==> config.mk <==
export PLATFORM = sky130hd
export DESIGN_NAME = split_result_latch
export DESIGN_NICKNAME = d
export VERILOG_FILES = /design/src/rtl/srl_pkg.sv /design/src/rtl/srl_lock_ctrl.sv /design/src/rtl/srl_result_store.sv /design/src/rtl/srl_byte_mux.sv /design/src/rtl/srl_irq_flag.sv /design/src/rtl/split_result_latch.sv
export SDC_FILE = /design/constraint.sdc
export NUM_CORES = 1
export LEC_CHECK = 0
export BUFFER_PORTS_ARGS = -buffer_cell sky130_fd_sc_hd__buf_2
export CAP_MARGIN = 40
export CORE_AREA = 2 2 39 41
export DETAILED_ROUTE_END_ITERATION = 10
export DIE_AREA = 0 0 41 43
export GPL_ROUTABILITY_DRIVEN = 0
export PLACE_DENSITY_LB_ADDON = 0.08
export SLEW_MARGIN = 20
export SYNTH_ARGS = -nofsm -noshare
export SYNTH_HDL_FRONTEND = slang
export SYNTH_SLANG_ARGS = --single-unit
==> constraint.sdc <==
create_clock -name clk -period 1.6 [get_ports clk]
set_clock_uncertainty 0.1 [all_clocks]
set_input_delay 0.32 -clock clk [delete_from_list [all_inputs] [get_ports clk]]
set_output_delay 0.32 -clock clk [all_outputs]
set_load 0.005 [all_outputs]
==> src/rtl/srl_pkg.sv <==
package srl_pkg;
  localparam int unsigned RES_W = 10;
  localparam int unsigned BUS_W = 8;

  typedef enum logic [1:0] {
    SEL_NONE = 2'd0,
    SEL_LO   = 2'd1,
    SEL_HI   = 2'd2
  } byte_sel_e;
endpackage

==> src/rtl/srl_lock_ctrl.sv <==
module srl_lock_ctrl (
  input  logic clk,
  input  logic rst_n,
  input  logic res_valid,
  input  logic rd_lo,
  input  logic rd_hi,
  output logic locked,
  output logic wr_en,
  output srl_pkg::byte_sel_e sel
);
  import srl_pkg::*;

  logic lock_q;
  logic any_read;

  assign any_read = rd_lo | rd_hi;

  always_comb begin
    if (rd_lo)      sel = SEL_LO;
    else if (rd_hi) sel = SEL_HI;
    else            sel = SEL_NONE;
  end

  // A result is stored only while unlocked and when no read is in flight.
  assign wr_en = res_valid & ~lock_q & ~any_read;

  always_ff @(posedge clk or negedge rst_n) begin
    if (!rst_n)     lock_q <= 1'b0;
    else if (rd_lo) lock_q <= 1'b1;
    else if (rd_hi) lock_q <= 1'b0;
  end

  assign locked = lock_q;
endmodule

==> src/rtl/srl_result_store.sv <==
module srl_result_store #(
  parameter int unsigned W = srl_pkg::RES_W
) (
  input  logic         clk,
  input  logic         rst_n,
  input  logic         wr_en,
  input  logic [W-1:0] wr_data,
  output logic [W-1:0] word
);
  logic [W-1:0] word_q;

  always_ff @(posedge clk or negedge rst_n) begin
    if (!rst_n)     word_q <= '0;
    else if (wr_en) word_q <= wr_data;
  end

  assign word = word_q;
endmodule

==> src/rtl/srl_byte_mux.sv <==
module srl_byte_mux #(
  parameter int unsigned RW = srl_pkg::RES_W,
  parameter int unsigned BW = srl_pkg::BUS_W
) (
  input  logic [RW-1:0]      word,
  input  srl_pkg::byte_sel_e sel,
  output logic [BW-1:0]      rd_data
);
  import srl_pkg::*;

  localparam int unsigned HI_W = RW - BW;

  logic [BW-1:0] lo_byte;
  logic [BW-1:0] hi_byte;

  assign lo_byte = word[BW-1:0];

  // The upper part of the word goes to the lowest bits of the high byte.
  // Every remaining bit of the high byte is zero.
  generate
    if (HI_W < BW) begin : g_pad
      assign hi_byte = {{(BW-HI_W){1'b0}}, word[RW-1:BW]};
    end else begin : g_full
      assign hi_byte = word[RW-1:BW];
    end
  endgenerate

  always_comb begin
    unique case (sel)
      SEL_LO:  rd_data = lo_byte;
      SEL_HI:  rd_data = hi_byte;
      default: rd_data = '0;
    endcase
  end
endmodule

==> src/rtl/srl_irq_flag.sv <==
module srl_irq_flag (
  input  logic clk,
  input  logic rst_n,
  input  logic set,
  input  logic clr,
  input  logic en,
  output logic flag,
  output logic req
);
  logic flag_q;

  // When set and clear arrive together, set wins.
  always_ff @(posedge clk or negedge rst_n) begin
    if (!rst_n)   flag_q <= 1'b0;
    else if (set) flag_q <= 1'b1;
    else if (clr) flag_q <= 1'b0;
  end

  assign flag = flag_q;
  assign req  = flag_q & en;
endmodule

==> src/rtl/split_result_latch.sv <==
module split_result_latch #(
  parameter int unsigned RES_W = srl_pkg::RES_W,
  parameter int unsigned BUS_W = srl_pkg::BUS_W
) (
  input  logic             clk,
  input  logic             rst_n,
  input  logic             res_valid,
  input  logic [RES_W-1:0] res_data,
  input  logic             rd_lo,
  input  logic             rd_hi,
  output logic [BUS_W-1:0] rd_data,
  input  logic             flag_clr,
  input  logic             irq_en,
  output logic             irq_flag,
  output logic             irq
);
  import srl_pkg::*;

  logic             locked;
  logic             wr_en;
  byte_sel_e        sel;
  logic [RES_W-1:0] res_word;

  srl_lock_ctrl u_lock (
    .clk       (clk),
    .rst_n     (rst_n),
    .res_valid (res_valid),
    .rd_lo     (rd_lo),
    .rd_hi     (rd_hi),
    .locked    (locked),
    .wr_en     (wr_en),
    .sel       (sel)
  );

  srl_result_store #(.W(RES_W)) u_store (
    .clk     (clk),
    .rst_n   (rst_n),
    .wr_en   (wr_en),
    .wr_data (res_data),
    .word    (res_word)
  );

  srl_byte_mux #(.RW(RES_W), .BW(BUS_W)) u_mux (
    .word    (res_word),
    .sel     (sel),
    .rd_data (rd_data)
  );

  srl_irq_flag u_flag (
    .clk   (clk),
    .rst_n (rst_n),
    .set   (res_valid),
    .clr   (flag_clr),
    .en    (irq_en),
    .flag  (irq_flag),
    .req   (irq)
  );
endmodule

==> out/results.ini, run 1 <==
[layout]
final_cell_area_um2 = 717
final_common_cell = buf_2
drive_gt1_share_pct = 58.3
antenna_cells = 0
instances_no_fill = 88
area_growth_syn_to_layout_pct = 34.2
num-nets-final = 91
final_cell_mix = buf_2, dfrtp_1, mux2_2

[sta]
fin_setup_tns_ns = 0
post-route-period-util_pct = 89.1
layout_min_cycle_time_ns = 1.43
timing.fmax_mhz = 701
hold_violations = 0
slew_headroom_pct = 82.2
holdWs_ns = 0.154
tightest_slew_ns = 0.267
slew_violations = 0
setup_violations = 0
rsz0062_at_grt = false

[grt]
grt-ovfl-total = 0
grt_max_degree = 13
track_usage_pct = 11.9
antenna_found_initial = 0
grt_pass1_vias = 323
grt_pass1_wl_um = 1370

[synth]
synth_compound_area_share_pct = 4.68
synth.cell_area_um2 = 534
synth_fa_ha_area_share_pct = 0
netlist_instances = 42
synthSimpleGateAreaFrac_pct = 13.8
synthTopCellsByArea = dfrtp_1, mux2_2, and2_1, a21o_1, nand2_1
synth_top_area_share_pct = 56.2
ys_ff_latch = 12
synth.area.mux_share_pct = 21.1
synth_fp_nets = 59
synth-xor-area-share_pct = 0
ys_seq_area_share_pct = 56.2
ys_types = 10
synth_top_family_by_area = multiplexers
synth_top_area_cell = dfrtp_1
avgSynthCellArea_um2 = 12.7
yosysWarnings = 0

[clock_network]
cts_max_level = 1
path_clk_slew_ns = 0.06
clk_latency_ns = 0.26
cts_resized = 0
clk_path_buf_depth = 2
cts_tree = built
clock_sinks = 12
root_buffer = clkbuf_4
cts_buffers = 3

[drt]
dr.first_iter.drc_count = 1
wl_per_cell_um = 10.7
antenna_left = 0
via_count = 409
drc_errors = 0
firstDrtPassIters = 3
vias_per_cell = 4.65
wirelength_um = 944

[place]
place_area_um2 = 684
placedCellCount = 84
io_buffers = 26

[outcome]
status = finished, final reports clean

[floorplan]
die_h_um = 43
die_area_um2 = 1760
die_w_um = 41
io_pins = 27
initial_utilization_pct = 38.6
core_area_um2 = 1380
rows = 14

[worst_setup_path]
worst_setup_path_start_kind = register
critical_path_class = register to register
worstPathArrival_ns = 1.47
rrSetupSlack_ns = 0.17
endpoint_kind = register
cp.required_ns = 1.65
worstPathMaxFanout = 10

[power]
ir_worst_vdd_uv = 525
p_per_area_nw_per_um2 = 1020
p_leak_nw = 0.372

[hold_path]
holdCritPathClass = input pin to register

[job]
drv_cap = 0

-- sequential cells by signal, indices dropped and copies added (netlist names) --
name	flops
u_flag.flag	1
u_lock.locked	1
u_store.word	10
-- worst paths after layout --
kind	endpoint	startpoint	cells after the start
max in group asynchronous	u_store.word[3]	rst_n	2
hold / removal	u_flag.flag	res_valid	2
setup / recovery	u_store.word[9]	u_lock.locked	3
min in group asynchronous	u_store.word[7]	rst_n	2
hold reg to reg	u_flag.flag	u_flag.flag	1
setup reg to reg	u_store.word[9]	u_lock.locked	3
-- worst max-delay path, cell delays in order (launching register included) --
cell and delay [ns]:
dfrtp_1 0.39, nor4b_2 0.25, buf_4 0.23, mux2_2 0.35
-- through the flow --
| step | util (%) | total power [mW] | setup slack [ns] |
|---|---|---|---|
| 2_1_floorplan | - | 0.494 | 0.251 |
| 3_3_place_gp | 49.5 | 0.567 | 0.125 |
| 3_5_place_dp | 49.5 | 0.571 | 0.105 |
| 4_1_cts | 51.8 | 0.746 | 0.169 |
| 5_1_grt | 51.8 | 0.790 | 0.0922 |
| 6_report | 51.8 | 0.733 | 0.174 |
-- final cells by class --
cell class | count | area [µm²]
Clock buffer | 3 | 22.5
Timing Repair Buffer | 29 | 155
Multi-Input combinational cell | 26 | 211
Sequential cell | 12 | 300
Inverter | 2 | 7.51
Fill cell | 133 | 667
Tap cell | 16 | 20.0
-- cell usage after synthesis --
| cell | count |
|---|---|
| nand2_1 | 4 |
| buf_6 | 1 |
| dfrtp_1 | 12 |
| o21ai_0 | 2 |
| inv_1 | 2 |
| a21o_1 | 2 |
| mux2_2 | 10 |
| nor4b_2 | 1 |
| clkbuf_1 | 1 |
| and2_1 | 7 |
-- where the power goes --
part / internal (mW) / switching, mW
Combinational: 0.106 / 0.0590
Sequential: 0.369 / 0.0291
Clock: 0.0868 / 0.0832
Total: 0.562 / 0.171
-- per-layer routing --
| layer | wire length (µm) | global-route usage, % | part of all wire (%) |
|---|---|---|---|
| met5 | 0 | 0 | 0 |
| met4 | 0 | 8.00 | 0 |
| met3 | 79 | 3.14 | 8.4 |
| met2 | 423 | 14.4 | 45 |
| met1 | 440 | 17.9 | 47 |
-- logic make-up after synthesis --
family / after synthesis
AO/OA/AOI/OAI: 4
buffers and inverters: 4
AND/OR/NAND/NOR: 12
multiplexers: 10
flip-flops: 12
-- timing repair --
item                      in CTS  in global routing
hold endpoints to repair      12                  0
hold buffers                   1                  0
setup buffers                  0                  0
Note: power is estimated with default switching activity, not from simulation.
==> run 2: changes to the inputs <==
Settings changed: ABC_AREA set to 1, CORE_AREA 2 2 39 41 to not set, CORE_UTILIZATION set to 43, DIE_AREA 0 0 41 43 to not set.
==> run 2 against run 1 <==
Net effect: clock-buffer cell count stayed put; critical path depth unchanged; setup slack improved by 0.11 ns; synthesized cell count grew 76%; wire length is 20% higher; global-route usage grew 7.4 points; flip-flop and latch count did not move; non-clock buffer count unchanged; core utilization grew 11 points; via count is 27% higher.
==> out/results.ini, run 2 <==
[outcome]
status = finished, final reports clean

[synth]
netlist_instances = 74
synth-async-reset-ratio_pct = 100
ys_types = 10
ys_seq_area_share_pct = 51.4
synth_top_area_cell = dfrtp_1
ys_ff_latch = 12
ys.flop_type = dfrtp_1
synth.cell_area_um2 = 584
synthTopCellsByCount = nand2_1, dfrtp_1, nand3_1
yosysMostFrequentCell = nand2_1
synthTopCellsByArea = dfrtp_1, nand2_1, nand3_1, inv_1, buf_6
yosysWarnings = 0
synth_edf_count = 0
avgSynthCellArea_um2 = 7.90
synth_top_area_share_pct = 51.4
synth_fp_nets = 91

[power]
p_leak_nw = 0.487
p_sw_share_pct = 27.9
power_frac_comb_pct = 20.7
p_per_area_nw_per_um2 = 963
p_sw_mw = 0.200
seqPwrFrac_pct = 54.1
ir_worst_vdd_uv = 551
intPower_mw = 0.516
clockPowerShare_pct = 25.2
total_power_mw = 0.716

[layout]
instances_no_fill = 117
drive_gt1_share_pct = 32.0
antenna_cells = 0
num-nets-final = 122
final_cell_mix = nand2_1, buf_2, nand3_1, dfrtp_1, inv_1
final_common_cell = nand2_1
largest_reg_flops = 10
area_growth_syn_to_layout_pct = 27.2

[drt]
wirelength_met1_um = 545
vias_per_cell = 4.45
wirelength_um = 1130
wl_per_cell_um = 9.68
met3WireLength_um = 43
firstDrtPassIters = 4
via_count = 521
routed.top_layer = met4
drc_errors = 0
antenna_left = 0
dr.first_iter.drc_count = 10
wl_met2_um = 533

[hold_path]
holdCritPathClass = input pin to register

[floorplan]
io_pins = 27
initial_utilization_pct = 49.3
die_area_um2 = 1510
die_h_um = 38.9
core_area_um2 = 1190
rows = 12
die_w_um = 38.9

[worst_setup_path]
worstPathArrival_ns = 0.90
worstPathMaxFanout = 2
slowest_stage = dfrtp_1
crit_family = flip-flops
path_buf_inv = 1
cp.required_ns = 1.18
worstPathCellList = nand3_1, nand2_1, buf_2
max_stage_delay_ns = 0.39
worst_setup_path_start_kind = register
critical_path_class = register to output port
endpoint_kind = output port

[place]
io_buffers = 26
placedCellCount = 113
hpwl_um = 857

[grt]
track_usage_pct = 19.3
grt_pass1_vias = 478
grt_pass1_wl_um = 1890
antenna_found_initial = 0
grt_max_degree = 13
grt-ovfl-total = 0

[sta]
slew_headroom_pct = 82.1
timing.fmax_mhz = 758
fin_setup_tns_ns = 0
tightest_slew_ns = 0.268
layout_min_cycle_time_ns = 1.32
post-route-period-util_pct = 82.4
setup_violations = 0
slew_violations = 0
rsz0062_at_grt = false
hold_violations = 0

[clock_network]
root_buffer = clkbuf_4
cts_tree = built
cts_buffers = 3
clk_latency_ns = 0.26
path_clk_slew_ns = 0.07
clock_sinks = 12
post-cts-setup-buffers = 0
clk_path_buf_depth = 2
cts_max_level = 1

[job]
drv_cap = 0

-- run 2: changes by cell type after synthesis, moves of 2 or more --
cell | before | now
inv_1 | 2 | 10
nand3_1 | 0 | 12
and2_1 | 7 | 0
nand2_1 | 4 | 33
mux2_2 | 10 | 0
a21o_1 | 2 | 0
-- run 2: final timing paths --
path | start | to | slack, ns | cells past startpoint
min in group asynchronous | rst_n | u_store.word[1] | 0.35 | 2
worst max register to register | u_lock.locked | u_store.word[2] | 0.55 | 4
max in group asynchronous | rst_n | u_flag.flag | 0.83 | 2
worst min-delay path | flag_clr | u_flag.flag | 0.14 | 2
worst max-delay path | u_store.word[8] | rd_data[0] | 0.28 | 3
worst min register to register | u_store.word[6] | u_store.word[6] | 0.37 | 2
-- run 2: what timing repair did --
item	CTS	global route
endpoints found under the hold margin	12	0
hold buffers	1	0
resized for setup	0	0
setup endpoints to repair	0	0
-- run 2: logic make-up after synthesis --
| kind of cell | count (synthesis) | synth area share (%) |
|---|---|---|
| AND/OR/NAND/NOR | 48 | 35.1 |
| buffers and inverters | 13 | 12.6 |
| flip-flops | 12 | 51.4 |
| AO/OA/AOI/OAI | 1 | 0.856 |
-- run 2: layout make-up --
cell class | count | area, µm²
fillers | 126 | 443
flip-flops and latches | 12 | 300
multi-input cells | 49 | 210
repair buffers | 29 | 155
inverters | 10 | 37.5
clock buffers | 3 | 22.5
well taps | 14 | 17.5
-- run 2: metrics by stage --
step / instance area [µm²] / util [%] / hold slack [ns] / setup slack (ns)
after floorplan: 584 / - / -0.0756 / 0.544
after global routing: 743 / 62.7 / 0.176 / 0.210
after CTS: 743 / 62.7 / 0.132 / 0.260
after global placement: 711 / 59.9 / 0.106 / 0.334
after detailed placement: 711 / 59.9 / 0.106 / 0.315
final: 743 / 62.7 / 0.138 / 0.281
-- run 2: metal layers --
layer	GRT usage [%]	vias to the layer above
met5	0	-
met4	12.9	0
met3	3.47	2
met2	34.2	17
met1	20.4	221
li1	-	281
-- run 2: power groups by stage --
stage / sequential, mW / combinational (mW) / clock, mW
global placement: 0.391 / 0.146 / 0
floorplan: 0.385 / 0.0904 / 0
CTS: 0.388 / 0.152 / 0.185
global route: 0.393 / 0.176 / 0.199
detailed placement: 0.393 / 0.150 / 0
finish: 0.387 / 0.148 / 0.180
-- run 2: worst register-to-register path: stages (launching register included) --
cell and delay (ns):
dfrtp_1 0.38, nor2_1 0.16, nand2_2 0.16, nand2_1 0.09
nand2_1 0.05
